`src/rtl/coh_pkg.sv`:
```
package coh_pkg;

    typedef enum logic [1:0] {
        LS_INV = 2'd0,
        LS_SHR = 2'd1,
        LS_EXC = 2'd2
    } line_st_e;

    typedef enum logic [1:0] {
        BC_NONE   = 2'd0,
        BC_RDMISS = 2'd1,
        BC_WRMISS = 2'd2,
        BC_WBACK  = 2'd3
    } bus_cmd_e;

    typedef enum logic [2:0] {
        CS_IDLE  = 3'd0,
        CS_CHECK = 3'd1,
        CS_WBACK = 3'd2,
        CS_MISS  = 3'd3,
        CS_RESP  = 3'd4
    } ctl_st_e;

endpackage

```
`src/rtl/coh_line_array.sv`:
```
module coh_line_array
    import coh_pkg::*;
#(
    parameter int IDX_W  = 2,
    parameter int TAG_W  = 6,
    parameter int DATA_W = 8
) (
    input  logic              clk,
    input  logic              rst_n,
    // processor-side read port
    input  logic [IDX_W-1:0]  a_idx,
    output line_st_e          a_st,
    output logic [TAG_W-1:0]  a_tag,
    output logic [DATA_W-1:0] a_data,
    // snoop-side read port
    input  logic [IDX_W-1:0]  b_idx,
    output line_st_e          b_st,
    output logic [TAG_W-1:0]  b_tag,
    output logic [DATA_W-1:0] b_data,
    // inspection read port
    input  logic [IDX_W-1:0]  c_idx,
    output line_st_e          c_st,
    output logic [TAG_W-1:0]  c_tag,
    output logic [DATA_W-1:0] c_data,
    // processor-side full line write
    input  logic              own_we,
    input  logic [IDX_W-1:0]  own_idx,
    input  line_st_e          own_st,
    input  logic [TAG_W-1:0]  own_tag,
    input  logic [DATA_W-1:0] own_data,
    // snoop-side state write (wins over own write)
    input  logic              snp_we,
    input  logic [IDX_W-1:0]  snp_idx,
    input  line_st_e          snp_st
);

    localparam int NLINES = 1 << IDX_W;

    line_st_e          st_q  [NLINES];
    logic [TAG_W-1:0]  tag_q [NLINES];
    logic [DATA_W-1:0] dat_q [NLINES];

    always_ff @(posedge clk or negedge rst_n) begin
        if (!rst_n) begin
            for (int i = 0; i < NLINES; i++) begin
                st_q[i]  <= LS_INV;
                tag_q[i] <= '0;
                dat_q[i] <= '0;
            end
        end else begin
            for (int i = 0; i < NLINES; i++) begin
                if (snp_we && snp_idx == IDX_W'(i)) begin
                    st_q[i] <= snp_st;
                end else if (own_we && own_idx == IDX_W'(i)) begin
                    st_q[i]  <= own_st;
                    tag_q[i] <= own_tag;
                    dat_q[i] <= own_data;
                end
            end
        end
    end

    assign a_st   = st_q[a_idx];
    assign a_tag  = tag_q[a_idx];
    assign a_data = dat_q[a_idx];
    assign b_st   = st_q[b_idx];
    assign b_tag  = tag_q[b_idx];
    assign b_data = dat_q[b_idx];
    assign c_st   = st_q[c_idx];
    assign c_tag  = tag_q[c_idx];
    assign c_data = dat_q[c_idx];

endmodule

```
`src/rtl/coh_snoop_unit.sv`:
```
module coh_snoop_unit
    import coh_pkg::*;
#(
    parameter int TAG_W  = 6,
    parameter int DATA_W = 8
) (
    input  logic              snp_valid,
    input  bus_cmd_e          snp_cmd,
    input  logic [TAG_W-1:0]  snp_tag,
    input  line_st_e          line_st,
    input  logic [TAG_W-1:0]  line_tag,
    input  logic [DATA_W-1:0] line_data,
    output logic              upd_en,
    output line_st_e          upd_st,
    output logic              flush,
    output logic [DATA_W-1:0] flush_data
);

    logic match;

    assign match      = snp_valid && (line_st != LS_INV) && (line_tag == snp_tag);
    assign flush_data = line_data;

    always_comb begin
        upd_en = 1'b0;
        upd_st = line_st;
        flush  = 1'b0;
        if (match) begin
            unique case (snp_cmd)
                BC_RDMISS: begin
                    // dirty owner supplies the word and keeps a clean copy
                    if (line_st == LS_EXC) begin
                        upd_en = 1'b1;
                        upd_st = LS_SHR;
                        flush  = 1'b1;
                    end
                end
                BC_WRMISS: begin
                    upd_en = 1'b1;
                    upd_st = LS_INV;
                    flush  = (line_st == LS_EXC);
                end
                default: ;
            endcase
        end
    end

endmodule

```
`src/rtl/coh_cpu_ctrl.sv`:
```
module coh_cpu_ctrl
    import coh_pkg::*;
#(
    parameter int ADDR_W = 8,
    parameter int IDX_W  = 2,
    parameter int DATA_W = 8
) (
    input  logic                    clk,
    input  logic                    rst_n,
    input  logic                    cpu_valid,
    input  logic                    cpu_we,
    input  logic [ADDR_W-1:0]       cpu_addr,
    input  logic [DATA_W-1:0]       cpu_wdata,
    output logic                    cpu_ready,
    output logic [DATA_W-1:0]       cpu_rdata,
    input  logic                    snp_busy,
    output logic [IDX_W-1:0]        line_idx,
    input  line_st_e                line_st,
    input  logic [ADDR_W-IDX_W-1:0] line_tag,
    input  logic [DATA_W-1:0]       line_data,
    output logic                    bus_req,
    input  logic                    bus_gnt,
    output bus_cmd_e                bus_cmd,
    output logic [ADDR_W-1:0]       bus_addr,
    output logic [DATA_W-1:0]       bus_wdata,
    input  logic [DATA_W-1:0]       bus_fill,
    output logic                    own_we,
    output line_st_e                own_st,
    output logic [ADDR_W-IDX_W-1:0] own_tag,
    output logic [DATA_W-1:0]       own_data
);

    localparam int TAG_W = ADDR_W - IDX_W;

    ctl_st_e            state_q, state_d;
    logic               req_we_q;
    logic [ADDR_W-1:0]  req_addr_q;
    logic [DATA_W-1:0]  req_wdata_q;
    logic [TAG_W-1:0]   req_tag;
    logic               tag_hit, local_done, victim_dirty;

    assign req_tag      = req_addr_q[ADDR_W-1:IDX_W];
    assign line_idx     = req_addr_q[IDX_W-1:0];
    assign tag_hit      = (line_st != LS_INV) && (line_tag == req_tag);
    assign local_done   = tag_hit && (!req_we_q || line_st == LS_EXC);
    assign victim_dirty = (line_st == LS_EXC) && (line_tag != req_tag);

    // state register and request capture
    always_ff @(posedge clk or negedge rst_n) begin
        if (!rst_n) begin
            state_q     <= CS_IDLE;
            req_we_q    <= 1'b0;
            req_addr_q  <= '0;
            req_wdata_q <= '0;
        end else begin
            state_q <= state_d;
            if (state_q == CS_IDLE && cpu_valid) begin
                req_we_q    <= cpu_we;
                req_addr_q  <= cpu_addr;
                req_wdata_q <= cpu_wdata;
            end
        end
    end

    // transitions
    always_comb begin
        state_d = state_q;
        unique case (state_q)
            CS_IDLE:  if (cpu_valid) state_d = CS_CHECK;
            CS_CHECK: begin
                if (snp_busy)          state_d = CS_CHECK;
                else if (local_done)   state_d = CS_RESP;
                else if (victim_dirty) state_d = CS_WBACK;
                else                   state_d = CS_MISS;
            end
            CS_WBACK: if (!victim_dirty || bus_gnt) state_d = CS_MISS;
            CS_MISS:  if (bus_gnt) state_d = CS_RESP;
            CS_RESP:  state_d = CS_IDLE;
            default:  state_d = CS_IDLE;
        endcase
    end

    // outputs
    always_comb begin
        cpu_ready = 1'b0;
        cpu_rdata = '0;
        bus_req   = 1'b0;
        bus_cmd   = BC_NONE;
        bus_addr  = req_addr_q;
        bus_wdata = req_wdata_q;
        own_we    = 1'b0;
        own_st    = line_st;
        own_tag   = line_tag;
        own_data  = line_data;
        unique case (state_q)
            CS_IDLE: ;
            CS_CHECK: begin
                if (!snp_busy && local_done && req_we_q) begin
                    own_we   = 1'b1;
                    own_data = req_wdata_q;
                end
            end
            CS_WBACK: begin
                bus_req   = victim_dirty;
                bus_cmd   = BC_WBACK;
                bus_addr  = {line_tag, line_idx};
                bus_wdata = line_data;
                if (victim_dirty && bus_gnt) begin
                    own_we = 1'b1;
                    own_st = LS_INV;
                end
            end
            CS_MISS: begin
                bus_req = 1'b1;
                bus_cmd = req_we_q ? BC_WRMISS : BC_RDMISS;
                if (bus_gnt) begin
                    own_we   = 1'b1;
                    own_tag  = req_tag;
                    own_st   = req_we_q ? LS_EXC : LS_SHR;
                    own_data = req_we_q ? req_wdata_q : bus_fill;
                end
            end
            CS_RESP: begin
                cpu_ready = 1'b1;
                cpu_rdata = line_data;
            end
            default: ;
        endcase
    end

endmodule

```
`src/rtl/snoop_wb_cache.sv`:
```
module snoop_wb_cache
    import coh_pkg::*;
#(
    parameter int ADDR_W = 8,
    parameter int DATA_W = 8,
    parameter int IDX_W  = 2
) (
    input  logic                    clk,
    input  logic                    rst_n,
    input  logic                    cpu_valid,
    input  logic                    cpu_we,
    input  logic [ADDR_W-1:0]       cpu_addr,
    input  logic [DATA_W-1:0]       cpu_wdata,
    output logic                    cpu_ready,
    output logic [DATA_W-1:0]       cpu_rdata,
    output logic                    bus_req,
    input  logic                    bus_gnt,
    output logic [1:0]              bus_cmd,
    output logic [ADDR_W-1:0]       bus_addr,
    output logic [DATA_W-1:0]       bus_wdata,
    input  logic [DATA_W-1:0]       bus_fill,
    input  logic                    snp_valid,
    input  logic [1:0]              snp_cmd,
    input  logic [ADDR_W-1:0]       snp_addr,
    output logic                    snp_flush,
    output logic [DATA_W-1:0]       snp_flush_data,
    input  logic [IDX_W-1:0]        obs_idx,
    output logic [1:0]              obs_state,
    output logic [ADDR_W-IDX_W-1:0] obs_tag,
    output logic [DATA_W-1:0]       obs_data
);

    localparam int TAG_W = ADDR_W - IDX_W;

    logic [IDX_W-1:0]  a_idx;
    line_st_e          a_st, b_st, c_st, own_st, snp_upd_st;
    logic [TAG_W-1:0]  a_tag, b_tag, own_tag;
    logic [DATA_W-1:0] a_data, b_data, own_data;
    logic              own_we, snp_upd_en;
    bus_cmd_e          bus_cmd_e_w;

    coh_line_array #(.IDX_W(IDX_W), .TAG_W(TAG_W), .DATA_W(DATA_W)) u_array (
        .clk      (clk),
        .rst_n    (rst_n),
        .a_idx    (a_idx),
        .a_st     (a_st),
        .a_tag    (a_tag),
        .a_data   (a_data),
        .b_idx    (snp_addr[IDX_W-1:0]),
        .b_st     (b_st),
        .b_tag    (b_tag),
        .b_data   (b_data),
        .c_idx    (obs_idx),
        .c_st     (c_st),
        .c_tag    (obs_tag),
        .c_data   (obs_data),
        .own_we   (own_we),
        .own_idx  (a_idx),
        .own_st   (own_st),
        .own_tag  (own_tag),
        .own_data (own_data),
        .snp_we   (snp_upd_en),
        .snp_idx  (snp_addr[IDX_W-1:0]),
        .snp_st   (snp_upd_st)
    );

    coh_snoop_unit #(.TAG_W(TAG_W), .DATA_W(DATA_W)) u_snoop (
        .snp_valid  (snp_valid),
        .snp_cmd    (bus_cmd_e'(snp_cmd)),
        .snp_tag    (snp_addr[ADDR_W-1:IDX_W]),
        .line_st    (b_st),
        .line_tag   (b_tag),
        .line_data  (b_data),
        .upd_en     (snp_upd_en),
        .upd_st     (snp_upd_st),
        .flush      (snp_flush),
        .flush_data (snp_flush_data)
    );

    coh_cpu_ctrl #(.ADDR_W(ADDR_W), .IDX_W(IDX_W), .DATA_W(DATA_W)) u_ctrl (
        .clk       (clk),
        .rst_n     (rst_n),
        .cpu_valid (cpu_valid),
        .cpu_we    (cpu_we),
        .cpu_addr  (cpu_addr),
        .cpu_wdata (cpu_wdata),
        .cpu_ready (cpu_ready),
        .cpu_rdata (cpu_rdata),
        .snp_busy  (snp_valid),
        .line_idx  (a_idx),
        .line_st   (a_st),
        .line_tag  (a_tag),
        .line_data (a_data),
        .bus_req   (bus_req),
        .bus_gnt   (bus_gnt),
        .bus_cmd   (bus_cmd_e_w),
        .bus_addr  (bus_addr),
        .bus_wdata (bus_wdata),
        .bus_fill  (bus_fill),
        .own_we    (own_we),
        .own_st    (own_st),
        .own_tag   (own_tag),
        .own_data  (own_data)
    );

    assign bus_cmd   = bus_cmd_e_w;
    assign obs_state = c_st;

endmodule

```
`config.mk`:
```
export PLATFORM = sky130hd
export DESIGN_NAME = snoop_wb_cache
export DESIGN_NICKNAME = d
export VERILOG_FILES = /design/src/rtl/coh_pkg.sv /design/src/rtl/coh_line_array.sv /design/src/rtl/coh_snoop_unit.sv /design/src/rtl/coh_cpu_ctrl.sv /design/src/rtl/snoop_wb_cache.sv
export SDC_FILE = /design/constraint.sdc
export NUM_CORES = 1
export LEC_CHECK = 0
export BUFFER_PORTS_ARGS = -buffer_cell sky130_fd_sc_hd__buf_2
export CELL_PAD_IN_SITES_DETAIL_PLACEMENT = 2
export CELL_PAD_IN_SITES_GLOBAL_PLACEMENT = 2
export CORE_MARGIN = 5
export CORE_UTILIZATION = 30
export CTS_CLUSTER_DIAMETER = 200
export CTS_CLUSTER_SIZE = 10
export DETAILED_ROUTE_END_ITERATION = 10
export GPL_TIMING_DRIVEN = 0
export PLACE_DENSITY = 0.67
export SYNTH_ARGS = -nofsm -noshare
export SYNTH_HDL_FRONTEND = slang
export SYNTH_SLANG_ARGS = --single-unit
```
`constraint.sdc`:
```
create_clock -name clk -period 3.1 [get_ports clk]
set_input_delay 0.465 -clock clk [delete_from_list [all_inputs] [get_ports clk]]
set_output_delay 0.465 -clock clk [all_outputs]
set_load 0.05 [all_outputs]
```
After elaboration in Yosys (flattened, before gate mapping)
Index checks and enable logic that the tools add are counted.

Add/subtract/negate cells: 0. Multipliers: 0. Div/mod/pow operators: 0. Order comparisons: 3. Equal/unequal tests: 20. Shift operators: 0. Mux-type cells: 70. Bitwise operators: 7. Reductions and logical operators: 36.

Operators with widths (number): 2-to-1 mux 8 bit (12); binary-select mux 8 bit (select 2 bit) (3); 2-to-1 mux 6 bit (8); 2-to-1 mux 2 bit (19); binary-select mux 6 bit (select 2 bit) (3); logical AND 1 bit (17); one-hot mux 8 bit (2 select lines) (1); 2-to-1 mux 3 bit (5); equality test 2 bit, second input constant (7); binary-select mux 2 bit (select 2 bit) (3); equality test 6 bit (2); one-hot mux 2 bit (2 select lines) (3); one-hot mux 3 bit (4 select lines) (1); nonzero test 2 bit (6); >= comparator 3 bit, second input constant (3); inverter 2 -> 3 bit (3); 2-to-1 mux 1 bit (8); AND reduction 2 bit (4); equality test 2 x 1 -> 1 bit, second input constant (3); equality test 3 x 2 -> 1 bit, second input constant (2); != test 6 bit (1); one-hot mux 1 bit (2 select lines) (3); logical NOT 2 bit (2); != test 2 bit, second input constant (2); other kinds (9) (15).

Bits in registers: 84. Latch bits: 0. Memory bits (writable): 0. Bits in read-only memories: 0. Input port bits: 42. Output and inout bits: 53. Logic and storage cells: 152. Memories kept: 0.

Depth between registers and ports, before layout
Gate-level depths: netlist of the first run.

Depth after elaboration: 14. Gate-level depth with buffers: 10. Gate-level depth less buffers: 7.

By module
A second synthesis of the first run with hierarchy kept.

Cells, all modules: 428. Area total of the unflattened synthesis: 5706.7 um2.

Modules (own cells, without submodules): coh_line_array (instances 1, cells each 223, area an instance 3809.9 um2, seq. area each 1601.5 um2); coh_cpu_ctrl (instances 1, cells each 174, area an instance 1655.3 um2, seq. area each 500.5 um2); coh_snoop_unit (instances 1, cells each 31, area an instance 241.5 um2, seq. area each 0.0 um2).

Worst setup path after synthesis of the first run
No wires, ideal clock.

Path kind: in2out. Start: input port snp_addr[0]. End: output port snp_flush. Data arrival time: 2.944 ns. Data required time: 2.635 ns. Slack: -0.309 ns. Cell stages on the path: 6. Path buffers: 1. Path through: clkbuf_1 > mux4_2 > xnor2_1 > o211ai_1 > or2_1 > nor3_1.

Cells in the longest elaborated chain, start to end: 8. Elaborated cells between the ends (all ways): 15. Classes of those cells: 2 x eq/ne; 9 x mux; 1 x bitwise; 3 x reduce/logical.

Ends and longest elaborated chain: start: declaration (line snoop_wb_cache.sv:24) `input logic [ADDR_W-1:0] snp_addr,`; inverter 2 -> 3 bit (implied by the code) (*) (line coh_line_array.sv:66, coh_line_array.sv:67); binary-select mux 2 bit (select 2 bit) (line coh_line_array.sv:66) `assign b_st = st_q[b_idx];`; 2-to-1 mux 2 bit (implied by the code) (2 in series) (line coh_line_array.sv:66); equality test 2 bit or nonzero test 2 bit (tied branches) (line coh_snoop_unit.sv:32, coh_snoop_unit.sv:41, coh_snoop_unit.sv:21); 2-to-1 mux 1 bit or logical AND 1 bit (tied branches) (line coh_snoop_unit.sv:32, coh_snoop_unit.sv:21); one-hot mux 1 bit (2 select lines) or logical AND 1 bit (tied branches) (line coh_snoop_unit.sv:29, coh_snoop_unit.sv:21); 2-to-1 mux 1 bit (*) (line coh_snoop_unit.sv:28) `if (match) begin`; end: declaration (line snoop_wb_cache.sv:25) `output logic snp_flush,`.

Every way passes the cells marked *; elsewhere a longest branch is shown, timed or not. The select of a mux whose other input is x is not followed.

Worst setup path after layout of the first run
Start: register u_ctrl.req_addr_q[0]. End: register u_array.tag_q[9] in the netlist's numbering.

Cells in the longest elaborated chain, start to end: 13. Elaborated cells between the ends (all ways): 26. Classes of those cells: 4 x eq/ne; 11 x mux; 1 x bitwise; 10 x reduce/logical.

Ends and longest elaborated chain: start: declaration (line coh_cpu_ctrl.sv:37) `logic [ADDR_W-1:0] req_addr_q;`; start signal: assignment (line coh_cpu_ctrl.sv:59) `req_addr_q <= cpu_addr;`; inverter 2 -> 3 bit (implied by the code) (line coh_line_array.sv:63, coh_line_array.sv:64); binary-select mux 6 bit (select 2 bit) or binary-select mux 2 bit (select 2 bit) (tied branches) (line coh_line_array.sv:64, coh_line_array.sv:63); 2-to-1 mux 6 bit (implied by the code) or 2-to-1 mux 2 bit (tied branches) (2 in series) (line coh_line_array.sv:64, coh_line_array.sv:63); equality test 6 bit (tied with other cells) (line coh_cpu_ctrl.sv:44) `assign tag_hit = (line_st != LS_INV) && (line_tag == req_tag);`; logical AND 1 bit or logical OR 1 bit (tied branches) (line coh_cpu_ctrl.sv:44, coh_cpu_ctrl.sv:45); logical AND 1 bit (line coh_cpu_ctrl.sv:45) `assign local_done = tag_hit && (!req_we_q || line_st == LS_EXC);`; logical AND 1 bit (2 in series) (line coh_cpu_ctrl.sv:98) `if (!snp_busy && local_done && req_we_q) begin`; 2-to-1 mux 1 bit (line coh_cpu_ctrl.sv:98); one-hot mux 1 bit (3 select lines) (line coh_cpu_ctrl.sv:95) `unique case (state_q)`; logical AND 1 bit (line coh_line_array.sv:54) `end else if (own_we && own_idx == IDX_W'(i)) begin`; AND reduction 2 bit (no source line); end signal: indexed assignment (line coh_line_array.sv:56) `tag_q[i] <= own_tag;`; end: declaration (line coh_line_array.sv:40) `logic [TAG_W-1:0] tag_q [NLINES];`.

Parallel ways exist; a longest one is shown, timed or not. The select of a mux whose other input is x is not followed. A chain may end at the register's enable or synchronous reset.

==> results of run 1 <==
## final timing paths
kind / cells after the start / startpoint / end / slack [ns]
worst max-delay path: 11 / u_ctrl.req_addr_q[0] / u_array.tag_q[9] / -0.15
worst max register to register: 11 / u_ctrl.req_addr_q[0] / u_array.tag_q[9] / -0.15
min in group asynchronous: 2 / rst_n / u_array.st_q[4] / 0.53
max in group asynchronous: 3 / rst_n / u_ctrl.req_addr_q[1] / 1.89
worst min register to register: 2 / u_array.dat_q[7] / u_array.dat_q[7] / 0.56
worst min-delay path: 3 / cpu_we / u_ctrl.req_we_q / 0.33
## stage by stage
step	utilization, %	setup TNS (ns)	setup WS, ns	area (um2)
3_5_place_dp	34.6	-21.57	-0.451	6470
3_3_place_gp	34.4	-17.25	-0.391	6440
5_1_grt	39.8	-7.11	-0.221	7450
4_1_cts	38.5	-0.202	-0.0706	7210
2_1_floorplan	-	0	0.0291	5690
6_report	39.8	-3.02	-0.155	7450
## worst reg2reg max path: cells and delay by family (launching register included)
family,cells,cell delay (ns)
compound gates,3,0.83
buf+inv,4,0.64
xor+xnor,1,0.17
flops,1,0.45
simple gates,1,0.17
mux,2,0.88
## power breakdown
part,leakage [nW],internal (mW),total (mW),switching (mW)
Sequential,0.973,1.59,2.15,0.562
Clock,0.144,0.630,1.10,0.475
Combinational,2.28,1.92,5.01,3.09
## what timing repair did
action	4_1_cts	5_1_grt
hold buffers	1	0
gates resized for setup	56	18
hold endpoints to repair	15	0
setup endpoints to repair	97	68
setup buffers	26	18
pin swaps	9	7
cloned	0	1
## per-layer routing
layer  part of all wire, %  GRT usage [%]
met2                    51           33.9
met5                     0              0
met3                   3.6           4.23
met4                   2.2           5.17
met1                    43           25.1
## cells by family after synthesis
kind of cell               Yosys count  share of synthesized area [%]
muxes                              142                           36.2
and+or+nand+nor                    125                           11.1
DFF                                 84                           37.0
buffers and inverters               71                           6.01
AOI/OAI and AO/OA                   45                           6.53
xor gates and xnor gates            16                           2.73
adders and majority gates            2                          0.440
## registers in the layout (all words and copies together), names as in the netlist
name and flops:
u_array.st_q 8, u_ctrl.req_addr_q 8, u_array.tag_q 24, u_array.dat_q 32
u_ctrl.req_wdata_q 8, u_ctrl.req_we_q 1, u_ctrl.state_q 3
## synth_stat cells (5+ instances only)
master	count	area [um2]
nor2_1	16	60.1
mux2i_1	58	581
nor3_1	6	30.0
a21oi_1	5	25.0
dfrtp_1	84	2100
a221oi_1	8	70.1
inv_1	42	158
clkbuf_1	16	60.1
mux4_2	42	946
xnor2_1	10	87.6
and2_1	18	113
mux2_4	8	120
mux2_2	32	360
nand2_1	61	229
o21ai_0	11	55.1
## area by class of cell
| class | count | area share [%] |
|---|---|---|
| Multi-Input combinational cell | 330 | 46.1 |
| Sequential cell | 84 | 28.3 |
| Timing Repair Buffer | 137 | 12.6 |
| Tap cell | 234 | 3.93 |
| Clock buffer | 13 | 3.76 |
| Buffer | 28 | 3.06 |
| Inverter | 42 | 2.12 |
| Clock inverter | 2 | 0.218 |
==> results.md, run 1 <==
- CTS buffer count: 9
- Yosys cell types: 53
- Routed Antenna Nets: 0
- Routed wire length: between 20 and 25 mm
- Die area: 21800 um2
- Row cnt: 50
- Clock Tree Buf Depth: 2
- CP peak stage delay: 0.57 ns
- Drt pass-1 iters: 4
- Critical Path Most Common Cell: buf_12
- Synthesis-to-layout area growth: 30.9%
- Slew HR: between 30% and 40%
- Final Cycle Share: 105%
- Worst slew pin tran: 0.931 ns
- Largest net degree at the start of global routing: 70
- Filler cells: 1921
- Avg Synthesized Cell Area: 11.7 um2
- Vias in the first global route: around 5200
- DRC: 0
- Vias per inst: 5.26
- Iter 0 DRT Violations: 154
- Synth Register Bits: 84
- Multi-input logic area: 3430 um2
- First-pass GRT wire length: between 30 and 40 mm
- DR vias: 4574
- Dominant synthesized flop cell: dfrtp_1
- CP endpoint kind: flip-flop
- Clock tree sinks: 84
- Number of diodes: 0
- Status: finished, violations left
- Critical Setup Path Class: flip-flop to flip-flop
- # IOs: 95
- Max Fclk: 0.307 GHz
- Final setup fails: 39
- Register area share after synthesis: 37.0%
- DP HPWL: ~15 mm
- Initial Util: 30.4%
- Critical Path AT: 3.49 ns
- Commonest non-fill, non-tap cells in the layout: buf_2, dfrtp_1, nand2_1
- Hold Fails Final Rpt: 0
- Number of port buffers: 90
- Max-slew violations: 0
- Final instance count without filler cells: 870
- Leak: 3.40 nW
- Buffer and inverter count on the worst path: 4
- Placed cell count: 810
- Mapped Cells: 485
- Critical-path maximum fanout: 8
- Async SR Flop Fraction: 100%
- Die width: 148 um
- Net count, final: 676
- Final total power: just over 8 mW
- Max cap viols: 0
- Worst-path cell chain: buf_12, mux4_2, xnor2_2, nand4_1, buf_4, o21ai_4, buf_6, a311oi_4, a21boi_4, buf_12, mux2_4
- Crit path required time: 3.33 ns
- Maximum vdd drop: 522 uV
- Clk pin slew, worst setup/hold paths: around 0.060 ns
- Cell area after synthesis: roughly 5700 um2
- Hold_ws: 0.328 ns
- CP Launch Type: flip-flop
- TritonCTS clock tree: done
- Minimum clock period: 3.25 ns
- Pwr Density: 1110 nW/um2
- Slowest-stage cell, CP: mux4_2
- Worst min path class: primary input to flip-flop
- Reg area: about 2100 um2
- CORE AREA: 18700 um2
- Synth Net Count: 529
- Routed WL per cell: 24.6 um
- Global route overflow: 0
- Layout Skew: 0.0109 ns
- Initial antenna violation count: 0
- RSZ-0062 raised after global routing: true
- GRT Total Usage: 19.7%
- Commonest non-fill, non-tap cell in the layout: buf_2
- CTS H-tree depth: 3
- CTS root buf: clkbuf_16
- Layout cell share with drive strength beyond 1: 45.6%
- Clk Latency, worst-skew pair: ~0.36 ns
- Failing checks: negative setup slack
- Setup ws final: -0.155 ns
- Gpl congestion: 0.802
- Ys Warns: 0
- Number of flops mapped to enable cells by yosys: 0
- Die Span Y: 148 um
- Critical path's top delay family: multiplexers
Power figures use the tool's default switching activity.
==> run 2, diff against run 1 <==
--- a/config.mk
+++ b/config.mk
@@ -14,7 +14,9 @@
 export CTS_CLUSTER_SIZE = 10
 export DETAILED_ROUTE_END_ITERATION = 10
 export GPL_TIMING_DRIVEN = 0
-export PLACE_DENSITY = 0.67
+export PLACE_DENSITY = 0.74
+export SKIP_LAST_GASP = 1
+export SLEW_MARGIN = 20
 export SYNTH_ARGS = -nofsm -noshare
 export SYNTH_HDL_FRONTEND = slang
 export SYNTH_SLANG_ARGS = --single-unit
==> results.md, run 2 (synthesis results as in run 1) <==
- Crit path required time: 3.33 ns (about the same)
- Final Cycle Share: 102% (was 105%)
- Number of diodes: 0 (unchanged)
- Pwr Density: 1120 nW/um2 (was 1110 nW/um2)
- Net count, final: 669 (was 676)
- Worst reg2reg path depth: 9 (was 11)
- RSZ-0062 raised after global routing: true (unchanged)
- CP Launch Type: flip-flop (unchanged)
- Grt met3 use: 2.91% (was 4.23%)
- Commonest non-fill, non-tap cells in the layout: buf_2, dfrtp_1, nand2_1 (unchanged)
- Die width: 148 um (unchanged)
- Maximum vdd drop: 617 uV (was 522 uV)
- Setup ws final: -0.0465 ns (was -0.155 ns)
- Failing checks: negative setup slack (unchanged)
- Placed cell count: 810 (unchanged)
- Number of port buffers: 90 (unchanged)
- Global route overflow: 0 (unchanged)
- Slew HR: 30.6% (was 37.9%)
- R2r setup slk: -0.05 ns (was -0.15 ns)
- Critical-path maximum fanout: 10 (was 8)
- Minimum clock period: 3.15 ns (was 3.25 ns)
- Vias per inst: 5.35 (was 5.26)
- Clock Tree Buf Depth: 2 (unchanged)
- TritonCTS clock tree: done (unchanged)
- Status: finished, violations left (unchanged)
- Max Fclk: 0.318 GHz (was 0.307 GHz)
- Gpl congestion: 0.815 (was 0.802)
- Top reg by flops: u_array.dat_q (unchanged)
- CTS buffer count: 9 (unchanged)
- Flip-flop count of the largest register after layout: 32 (unchanged)
- Final instance count without filler cells: 862 (was 870)
- Drt pass-1 iters: 4 (unchanged)
- Top Usage Layer GRT: met2 (unchanged)
- # IOs: 95 (unchanged)
- RR Endpoint: u_array.tag_q[23] (was u_array.tag_q[9])
- Biggest regs: u_array.dat_q: 32 flops, u_array.tag_q: 24 flops (unchanged)
- Post-route cell area: 7280 um2 (was 7450 um2)
- Final setup fails: 6 (was 39)
- Max-slew violations: 0 (unchanged)
- Final total power: 8.14 mW (was 8.27 mW)
- CP endpoint kind: flip-flop (unchanged)
- Dpl cell area: 6460 um2 (was 6470 um2)
- DP HPWL: 14.9 mm (about the same)
- Initial Util: 30.4% (unchanged)
- Routed Antenna Nets: 0 (unchanged)
- Die Span Y: 148 um (unchanged)
- Slowest-stage cell, CP: mux4_1 (was mux4_2)
- Layout Skew: 0.00518 ns (was 0.0109 ns)
- Clk pin slew, worst setup/hold paths: 0.06 ns (about the same)
- DR vias: 4613 (was 4574)
- Synthesis-to-layout area growth: 28.0% (was 30.9%)
- GRT met1 Usage: 24.2% (was 25.1%)
- Grt met2 use: 35.4% (was 33.9%)
- Worst-path cell chain: mux4_1, xnor2_1, and4_4, nand3_4, buf_12, a311oi_4, a21boi_4, buf_12, mux2_4 (was buf_12, mux4_2, xnor2_2, nand4_1, buf_4, o21ai_4, buf_6, a311oi_4, a21boi_4, buf_12, mux2_4)
- Critical Path AT: 3.38 ns (was 3.49 ns)
- Critical Setup Path Class: flip-flop to flip-flop (unchanged)
- Iter 0 DRT Violations: 216 (was 154)
- Commonest non-fill, non-tap cell in the layout: buf_2 (unchanged)
- Routed WL per cell: 25.2 um (was 24.6 um)
- CTS H-tree depth: 3 (unchanged)
- Layout cell share with drive strength beyond 1: 44.9% (was 45.6%)
- Critical Path Most Common Cell: buf_12 (unchanged)
- Routed wire length: 21.7 mm (was 21.4 mm)
- Vias in the first global route: 5269 (was 5172)
- GRT Total Usage: 19.5% (was 19.7%)
- Hold Fails Final Rpt: 0 (unchanged)
- CORE AREA: 18700 um2 (unchanged)
- DRC: 0 (unchanged)
- CTS root buf: clkbuf_16 (unchanged)
- Clock tree sinks: 84 (unchanged)
- Worst min path class: primary input to asynchronous set/reset pin (was primary input to flip-flop)
- First-pass GRT wire length: 32.1 mm (was 32.2 mm)
- Row cnt: 50 (unchanged)
- Leak: 3.33 nW (was 3.40 nW)
- CP peak stage delay: 0.66 ns (was 0.57 ns)
- Hold_ws: 0.150 ns (was 0.328 ns)
- Filler cells: 1931 (was 1921)
- Worst slew pin tran: 1.04 ns (was 0.931 ns)
- Clk Latency, worst-skew pair: 0.35 ns (was 0.36 ns)
- FF-to-FF Start: u_ctrl.req_addr_q[0] (unchanged)
- Initial antenna violation count: 1 (was 0)
- Largest net degree at the start of global routing: 49 (was 70)
- Hold-fix buffers, CTS: 0 (was 1)
- Die area: 21800 um2 (unchanged)
- Max cap viols: 0 (unchanged)
## run 2: cell count changes in the layout (fill, tap and decap cells not counted), moves of 2 or more
cell / change
buf_4: +3
buf_6: -7
clkbuf_1: +2
clkbuf_8: -3
mux2_2: +4
mux2_4: -4
nor2_1: +2
nor2_2: -2
## run 2: how the worst max path moves through the flow
stage	end	startpoint
finish	u_array.tag_q[23]	u_ctrl.req_addr_q[0]
global route	u_array.tag_q[23]	u_ctrl.req_addr_q[0]
CTS	u_array.tag_q[17]	u_ctrl.req_addr_q[0]
detailed placement	snp_flush_data[3]	snp_addr[0]
global placement	snp_flush_data[1]	snp_addr[0]
floorplan	cpu_rdata[7]	u_ctrl.state_q[0]
## run 2: layout make-up
type | instances | area, um2 | area share (%)
Buffer | 27 | 224 | 3.08
Clock buffer | 12 | 246 | 3.39
Clock inverter | 2 | 12.5 | 0.172
Inverter | 42 | 158 | 2.17
Multi-Input combinational cell | 330 | 3420 | 47.0
Sequential cell | 84 | 2100 | 28.9
Tap cell | 234 | 293 | 4.02
Timing Repair Buffer | 131 | 820 | 11.3
## run 2: critical path: cells and delay by family, from the launching register on
kind	cells	cell delay, ns
AND/OR/NAND/NOR	2	0.42
XOR/XNOR	1	0.28
flip-flops	1	0.44
multiplexers	2	0.97
AO/OA/AOI/OAI	2	0.56
buffers and inverters	2	0.36
## run 2: repair_timing
item / 4_1_cts / 5_1_grt
setup endpoints to repair: 83 / 69
pin swaps: 7 / 3
buffers inserted: 19 / 21
gates resized for setup: 35 / 26
## run 2: power by group
| part | internal [mW] | switching [mW] | leakage (nW) | total, mW |
|---|---|---|---|---|
| logic | 1.85 | 3.11 | 2.23 | 4.96 |
| registers | 1.59 | 0.588 | 0.973 | 2.18 |
| clock network | 0.556 | 0.449 | 0.125 | 1.00 |
| total | 4.00 | 4.15 | 3.33 | 8.14 |
## run 2: metrics by stage
stage	setup slack (ns)	utilization (%)	TNS, ns
6_report	-0.0465	38.9	-0.135
5_1_grt	-0.113	38.9	-2.08
4_1_cts	-0.0277	37.4	-0.138
3_5_place_dp	-0.478	34.6	-19.48
3_3_place_gp	-0.363	34.4	-16.83
2_1_floorplan	0.0291	-	0
## run 2: per-layer routing
| layer | routed length (um) | vias up |
|---|---|---|
| met5 | 70 | - |
| met2 | 11400 | 128 |
| met4 | 425 | 2 |
| li1 | - | 2032 |
| met3 | 847 | 32 |
| met1 | 9010 | 2419 |
